<file path="config.mk">
export PLATFORM = sky130hd
export DESIGN_NAME = tapmod_seq
export DESIGN_NICKNAME = d
export VERILOG_FILES = /design/src/rtl/tapmod_pkg.sv /design/src/rtl/tapmod_frame_ctr.sv /design/src/rtl/tapmod_accum.sv /design/src/rtl/tapmod_tap_sel.sv /design/src/rtl/tapmod_seq.sv
export SDC_FILE = /design/constraint.sdc
export NUM_CORES = 1
export LEC_CHECK = 0
export CAP_MARGIN = 40
export CORE_MARGIN = 2
export CORE_UTILIZATION = 50
export CTS_BUF_LIST = sky130_fd_sc_hd__clkbuf_8
export CTS_CLUSTER_DIAMETER = 200
export CTS_CLUSTER_SIZE = 12
export DETAILED_ROUTE_END_ITERATION = 10
export DONT_BUFFER_PORTS = 1
export PLACE_DENSITY = 0.68
export SLEW_MARGIN = 15
export SYNTH_ARGS = -nofsm -noshare
export SYNTH_HDL_FRONTEND = slang
export SYNTH_HIERARCHICAL = 1
export SYNTH_SLANG_ARGS = --single-unit
</file>
<file path="constraint.sdc">
create_clock -name clk -period 2.15 [get_ports clk]
set_input_delay 0.43 -clock clk [delete_from_list [all_inputs] [get_ports clk]]
set_output_delay 0.43 -clock clk [all_outputs]
set_load 0.05 [all_outputs]
</file>
<file path="src/rtl/tapmod_pkg.sv">
package tapmod_pkg;
   localparam int unsigned DEF_TAP_W = 5;
   localparam int unsigned DEF_MOD_W = 5;

   typedef enum logic {
      PICK_BASE  = 1'b0,
      PICK_UPPER = 1'b1
   } tap_pick_e;
endpackage

</file>
<file path="src/rtl/tapmod_frame_ctr.sv">
module tapmod_frame_ctr #(
   parameter int unsigned MOD_W = tapmod_pkg::DEF_MOD_W
) (
   input  logic clk,
   input  logic rst,
   output logic frame_first,
   output logic frame_last
);
   localparam int unsigned FRAME_LEN = 2 ** MOD_W;
   localparam logic [MOD_W-1:0] LAST_IDX = MOD_W'(FRAME_LEN - 1);

   logic [MOD_W-1:0] idx_q;

   always_ff @(posedge clk) begin
      if (rst) idx_q <= '0;
      else     idx_q <= idx_q + 1'b1;
   end

   assign frame_first = (idx_q == '0);
   assign frame_last  = (idx_q == LAST_IDX);

   // the counter wraps to the frame start after its last cycle
   p_frame_wrap_r1: assert property (@(posedge clk) disable iff (rst)
      frame_last |=> frame_first);

   // inside a frame the counter advances by one each cycle
   p_frame_step_r1: assert property (@(posedge clk) disable iff (rst)
      !frame_last |=> (idx_q == $past(idx_q) + 1'b1));
endmodule

</file>
<file path="src/rtl/tapmod_accum.sv">
module tapmod_accum #(
   parameter int unsigned MOD_W = tapmod_pkg::DEF_MOD_W
) (
   input  logic                   clk,
   input  logic                   rst,
   input  logic                   frame_first,
   input  logic [MOD_W-1:0]       mod_val,
   output tapmod_pkg::tap_pick_e  pick
);
   import tapmod_pkg::*;

   logic [MOD_W-1:0] phase_q;
   logic [MOD_W:0]   sum;

   assign sum  = {1'b0, phase_q} + {1'b0, mod_val};
   assign pick = tap_pick_e'(sum[MOD_W]);

   // Never cleared except by reset: a full frame of equal additions wraps it back to zero.
   always_ff @(posedge clk) begin
      if (rst) phase_q <= '0;
      else     phase_q <= sum[MOD_W-1:0];
   end

   // every frame starts from zero phase, so each frame carries exactly mod_val times
   p_phase_zero_r4: assert property (@(posedge clk) disable iff (rst)
      frame_first |-> (phase_q == '0));
endmodule

</file>
<file path="src/rtl/tapmod_tap_sel.sv">
module tapmod_tap_sel #(
   parameter int unsigned TAP_W   = tapmod_pkg::DEF_TAP_W,
   parameter int unsigned TAP_MAX = (2 ** TAP_W) - 1
) (
   input  logic [TAP_W-1:0]       base_tap,
   input  tapmod_pkg::tap_pick_e  pick,
   output logic [TAP_W-1:0]       tap_code
);
   import tapmod_pkg::*;

   localparam int unsigned FULL_MAX = (2 ** TAP_W) - 1;

   logic [TAP_W-1:0] upper;

   generate
      if (TAP_MAX == FULL_MAX) begin : g_full_range
         logic [TAP_W:0] inc;
         assign inc   = {1'b0, base_tap} + 1'b1;
         assign upper = inc[TAP_W] ? base_tap : inc[TAP_W-1:0];
      end else begin : g_limited_range
         assign upper = (base_tap >= TAP_W'(TAP_MAX)) ? base_tap : base_tap + 1'b1;
      end
   endgenerate

   assign tap_code = (pick == PICK_UPPER) ? upper : base_tap;
endmodule

</file>
<file path="src/rtl/tapmod_seq.sv">
module tapmod_seq #(
   parameter int unsigned TAP_W   = tapmod_pkg::DEF_TAP_W,
   parameter int unsigned MOD_W   = tapmod_pkg::DEF_MOD_W,
   parameter int unsigned TAP_MAX = (2 ** TAP_W) - 1
) (
   input  logic             clk,
   input  logic             rst,
   input  logic [TAP_W-1:0] tap_in,
   input  logic [MOD_W-1:0] mod_in,
   output logic [TAP_W-1:0] tap_out
);
   import tapmod_pkg::*;

   generate
      if (TAP_W < 1 || TAP_W > 16) begin : g_bad_tap_w
         $error("tapmod_seq: TAP_W must lie in 1..16");
      end
      if (MOD_W < 1 || MOD_W > 16) begin : g_bad_mod_w
         $error("tapmod_seq: MOD_W must lie in 1..16");
      end
      if (TAP_MAX > (2 ** TAP_W) - 1) begin : g_bad_tap_max
         $error("tapmod_seq: TAP_MAX exceeds the tap code range");
      end
   endgenerate

   logic             frame_first;
   logic             frame_last;
   logic [TAP_W-1:0] tap_q;
   logic [MOD_W-1:0] mod_q;
   tap_pick_e        pick;

   // Settings are loaded during reset and at the edge that closes a frame.
   always_ff @(posedge clk) begin
      if (rst || frame_last) begin
         tap_q <= tap_in;
         mod_q <= mod_in;
      end
   end

   tapmod_frame_ctr #(.MOD_W(MOD_W)) u_frame (
      .clk         (clk),
      .rst         (rst),
      .frame_first (frame_first),
      .frame_last  (frame_last)
   );

   tapmod_accum #(.MOD_W(MOD_W)) u_accum (
      .clk         (clk),
      .rst         (rst),
      .frame_first (frame_first),
      .mod_val     (mod_q),
      .pick        (pick)
   );

   tapmod_tap_sel #(.TAP_W(TAP_W), .TAP_MAX(TAP_MAX)) u_sel (
      .base_tap (tap_q),
      .pick     (pick),
      .tap_code (tap_out)
   );

   // Checker counter: upper-tap cycles seen so far in the current frame.
   logic [MOD_W:0] upper_seen;
   always_ff @(posedge clk) begin
      if (rst || frame_last) upper_seen <= '0;
      else if (pick == PICK_UPPER) upper_seen <= upper_seen + 1'b1;
   end

   // frame total of upper-tap cycles equals the modulation value
   p_frame_count_r2: assert property (@(posedge clk) disable iff (rst)
      frame_last |-> ((upper_seen + {{MOD_W{1'b0}}, pick}) == {1'b0, mod_q}));

   // zero modulation never picks the upper tap
   p_zero_mod_base_r3: assert property (@(posedge clk) disable iff (rst)
      (mod_q == '0) |-> (tap_out == tap_q));

   // at the top tap the output cannot climb
   p_clamp_top_r5: assert property (@(posedge clk) disable iff (rst)
      (tap_q == TAP_W'(TAP_MAX)) |-> (tap_out == tap_q));

   // settings hold for the whole frame
   p_hold_midframe_r6: assert property (@(posedge clk) disable iff (rst)
      !frame_last |=> ($stable(tap_q) && $stable(mod_q)));

   // output is the base tap or one above it
   p_tap_adjacent_r8: assert property (@(posedge clk) disable iff (rst)
      ({1'b0, tap_out} == {1'b0, tap_q}) || ({1'b0, tap_out} == {1'b0, tap_q} + 1'b1));
endmodule

</file>
==> results of run 1 <==
final cells by class:
cell class / count / area share, %
Clock buffer: 3 / 3.40
Clock inverter: 1 / 0.309
Inverter: 2 / 0.617
Tap cell: 25 / 2.57
Timing Repair Buffer: 10 / 8.23
Multi-Input combinational cell: 55 / 43.7
Sequential cell: 20 / 41.2
where the power goes:
group          leakage, nW  switching (mW)  internal, mW  total [mW]
combinational        0.291           0.231         0.220       0.451
sequential           0.180          0.0315         0.448       0.480
clock               0.0269           0.110         0.127       0.237
total                0.498           0.373         0.795        1.17
sequential cells by signal, indices dropped and copies added, names as in the netlist:
register / cells
mod_q: 5
tap_q: 5
u_accum/phase_q: 5
u_frame/idx_q: 5
repair_timing:
item / 4_1_cts / 5_1_grt
pin swaps: 3 / 0
buffers inserted: 3 / 0
endpoints found under the setup margin: 5 / 5
resized for setup: 1 / 1
worst min-delay path by stage:
stage | startpoint | endpoint | slack (ps) | depth (start not counted)
2_1_floorplan | u_frame/idx_q[0] | u_frame/idx_q[0] | 440 | 1
3_3_place_gp | u_frame/idx_q[0] | u_frame/idx_q[0] | 460 | 1
3_5_place_dp | u_frame/idx_q[0] | u_frame/idx_q[0] | 470 | 1
4_1_cts | rst | u_frame/idx_q[0] | 230 | 1
5_1_grt | rst | u_frame/idx_q[0] | 220 | 1
6_report | rst | u_frame/idx_q[0] | 230 | 1
per-layer routing:
metal	vias to the layer above	track usage, %
met5	-	0
met4	0	11.7
met3	5	4.62
met2	13	24.7
met1	272	21.2
li1	294	-
worst max-delay path: stages, from the launching register on:
cell	delay, ps
edfxtp_1	410
ha_1	300
a211o_1	150
nand3_2	90
a21oi_4	210
nand4_4	130
or2_4	330
nand2_8	140
cell usage in the layout (no fill, tap or decap):
cell type	n
a211o_1	1
a21o_1	1
a21oi_1	2
a21oi_4	1
a31o_1	1
and3_2	1
buf_12	2
buf_4	8
clkbuf_8	3
dfxtp_1	10
edfxtp_1	10
fa_1	1
ha_1	9
inv_1	3
mux2_2	1
mux2_4	1
mux2i_1	1
mux2i_4	1
nand2_1	2
nand2_8	3
nand3_1	1
nand3_2	2
nand4_1	2
nand4_4	1
nor2_1	8
nor2_2	1
nor2b_1	6
o21a_1	1
or2_1	1
or2_4	2
xnor2_1	2
xor2_2	2
stage by stage:
stage	setup TNS (ps)	hold slack, ps
after global placement	-66.8	458
after floorplan	-32.4	440
final	-1330	231
after CTS	-1370	228
after detailed placement	-276	470
after global routing	-1640	222
==> results.py, run 1 <==
metrics = {
    "yosys": {
        "synthesis.yosys.warnings": 6,
        "netlist_area_um2": 931,
        "postSynthAreaPerCell_um2": 12.1,
        "syn_nets": 99,
        "synthCells": 77,
    },
    "grt": {
        "grt_max_degree": 14,
        "grt_pass1_vias": 537,
        "track_usage_pct": 16.7,
        "grt_antenna_before_repair": 0,
        "grt_pass1_wl_um": 2350,
        "grt-ovfl-total": 0,
    },
    "placement": {
        "io_buffers": 0,
        "place.gp.congestion": 0.733,
        "dpl_cell_area_mm2": 0.00114,
        "pre_cts_slack_ps": -73.4,
        "hpwl_um": 1100,
        "placed_cells": 109,
    },
    "power_and_ir_drop": {
        "power.density_mw_per_mm2": 960,
        "power_leakage_nw": 0.498,
        "peakVddDrop_v": 0.000701,
        "p_total_mw": 1.17,
    },
    "route": {
        "wl_per_cell_um": 13.1,
        "highest-signal-layer": "met4",
        "drc": 0,
        "vias": 584,
        "antenna_left": 0,
        "firstDrtPassIters": 3,
        "route.met3.wl_um": 59,
        "met1_length_um": 707,
        "initialDrtViolationCount": 5,
        "wl_met2_um": 713,
        "viasPerCell": 5.03,
        "wl_um": 1520,
    },
    "worst_setup_path": {
        "rrSetupSlack_ps": 300,
        "cp.required_ps": 1720,
        "cp.arrival_ps": 2010,
        "r2r-start": "mod_q[0]",
        "end_kind": "output pin",
        "crit_start": "mod_q[1]",
        "setup.worst_path.class": "reg2out",
        "start_kind": "flop",
        "endpoint": "tap_out[1]",
        "critPathMaxFanout": 5,
        "worstReg2RegEnd": "u_accum/phase_q[4]",
        "reg2regPathDepth": 5,
    },
    "timing": {
        "layout_setup_ws_ps": -289,
        "final-hold-violation-count": 0,
        "fin_skew_ps": 1.99,
        "period_needed_ps": 2440,
        "finalCritPeriodShare_pct": 113,
        "fmax_ghz": 0.410,
        "relSlewSlack_pct": 71.6,
        "finalSetupViolCount": 5,
        "rsz0062_at_grt": "yes",
        "tightest_slew_ps": 426,
        "slew_violations": 0,
    },
    "cells_and_area": {
        "post-route-util_pct": 69.7,
        "final_area_mm2": 0.00122,
        "drive_above_1_share_pct": 31.9,
        "nFillCells": 135,
        "nets": 114,
        "multi_input_area_um2": 532,
        "diodes": 0,
        "finalNonFillerCells": 116,
        "synthToLayoutAreaGrowth_pct": 30.6,
        "final-seq-area_um2": 500,
    },
    "floorplan": {
        "pin_count": 17,
        "rows": 15,
        "die_area_mm2": 0.00222,
        "die_h_um": 47.2,
        "die_w_um": 47.2,
        "core_area_mm2": 0.00175,
        "start_util_pct": 53.3,
    },
    "clocking": {
        "cts_tree": "done",
        "clockBufferDepth": 2,
        "cts.sinks": 20,
        "htreeDepth": 1,
        "holdBufCountCts": 0,
        "cts_made_buffers": 3,
        "root_buffer": "clkbuf_8",
        "clk_latency_ps": 250,
        "clkTransAtPathRegs_ps": 60,
    },
    "job": {
        "cap_violations": 0,
    },
    "outcome": {
        "status": "complete, but fails checks",
        "violations": "setup timing",
    },
    "worst_hold_path": {
        "hp-class": "in2reg",
    },
}
No activity file was read; power rests on OpenSTA's default activity.
==> run 2: changes to the inputs <==
- HOLD_SLACK_MARGIN: unset -> 0.03
==> results of run 2 <==
Same layout as run 1: the final DEF is identical, and so are final timing and power.
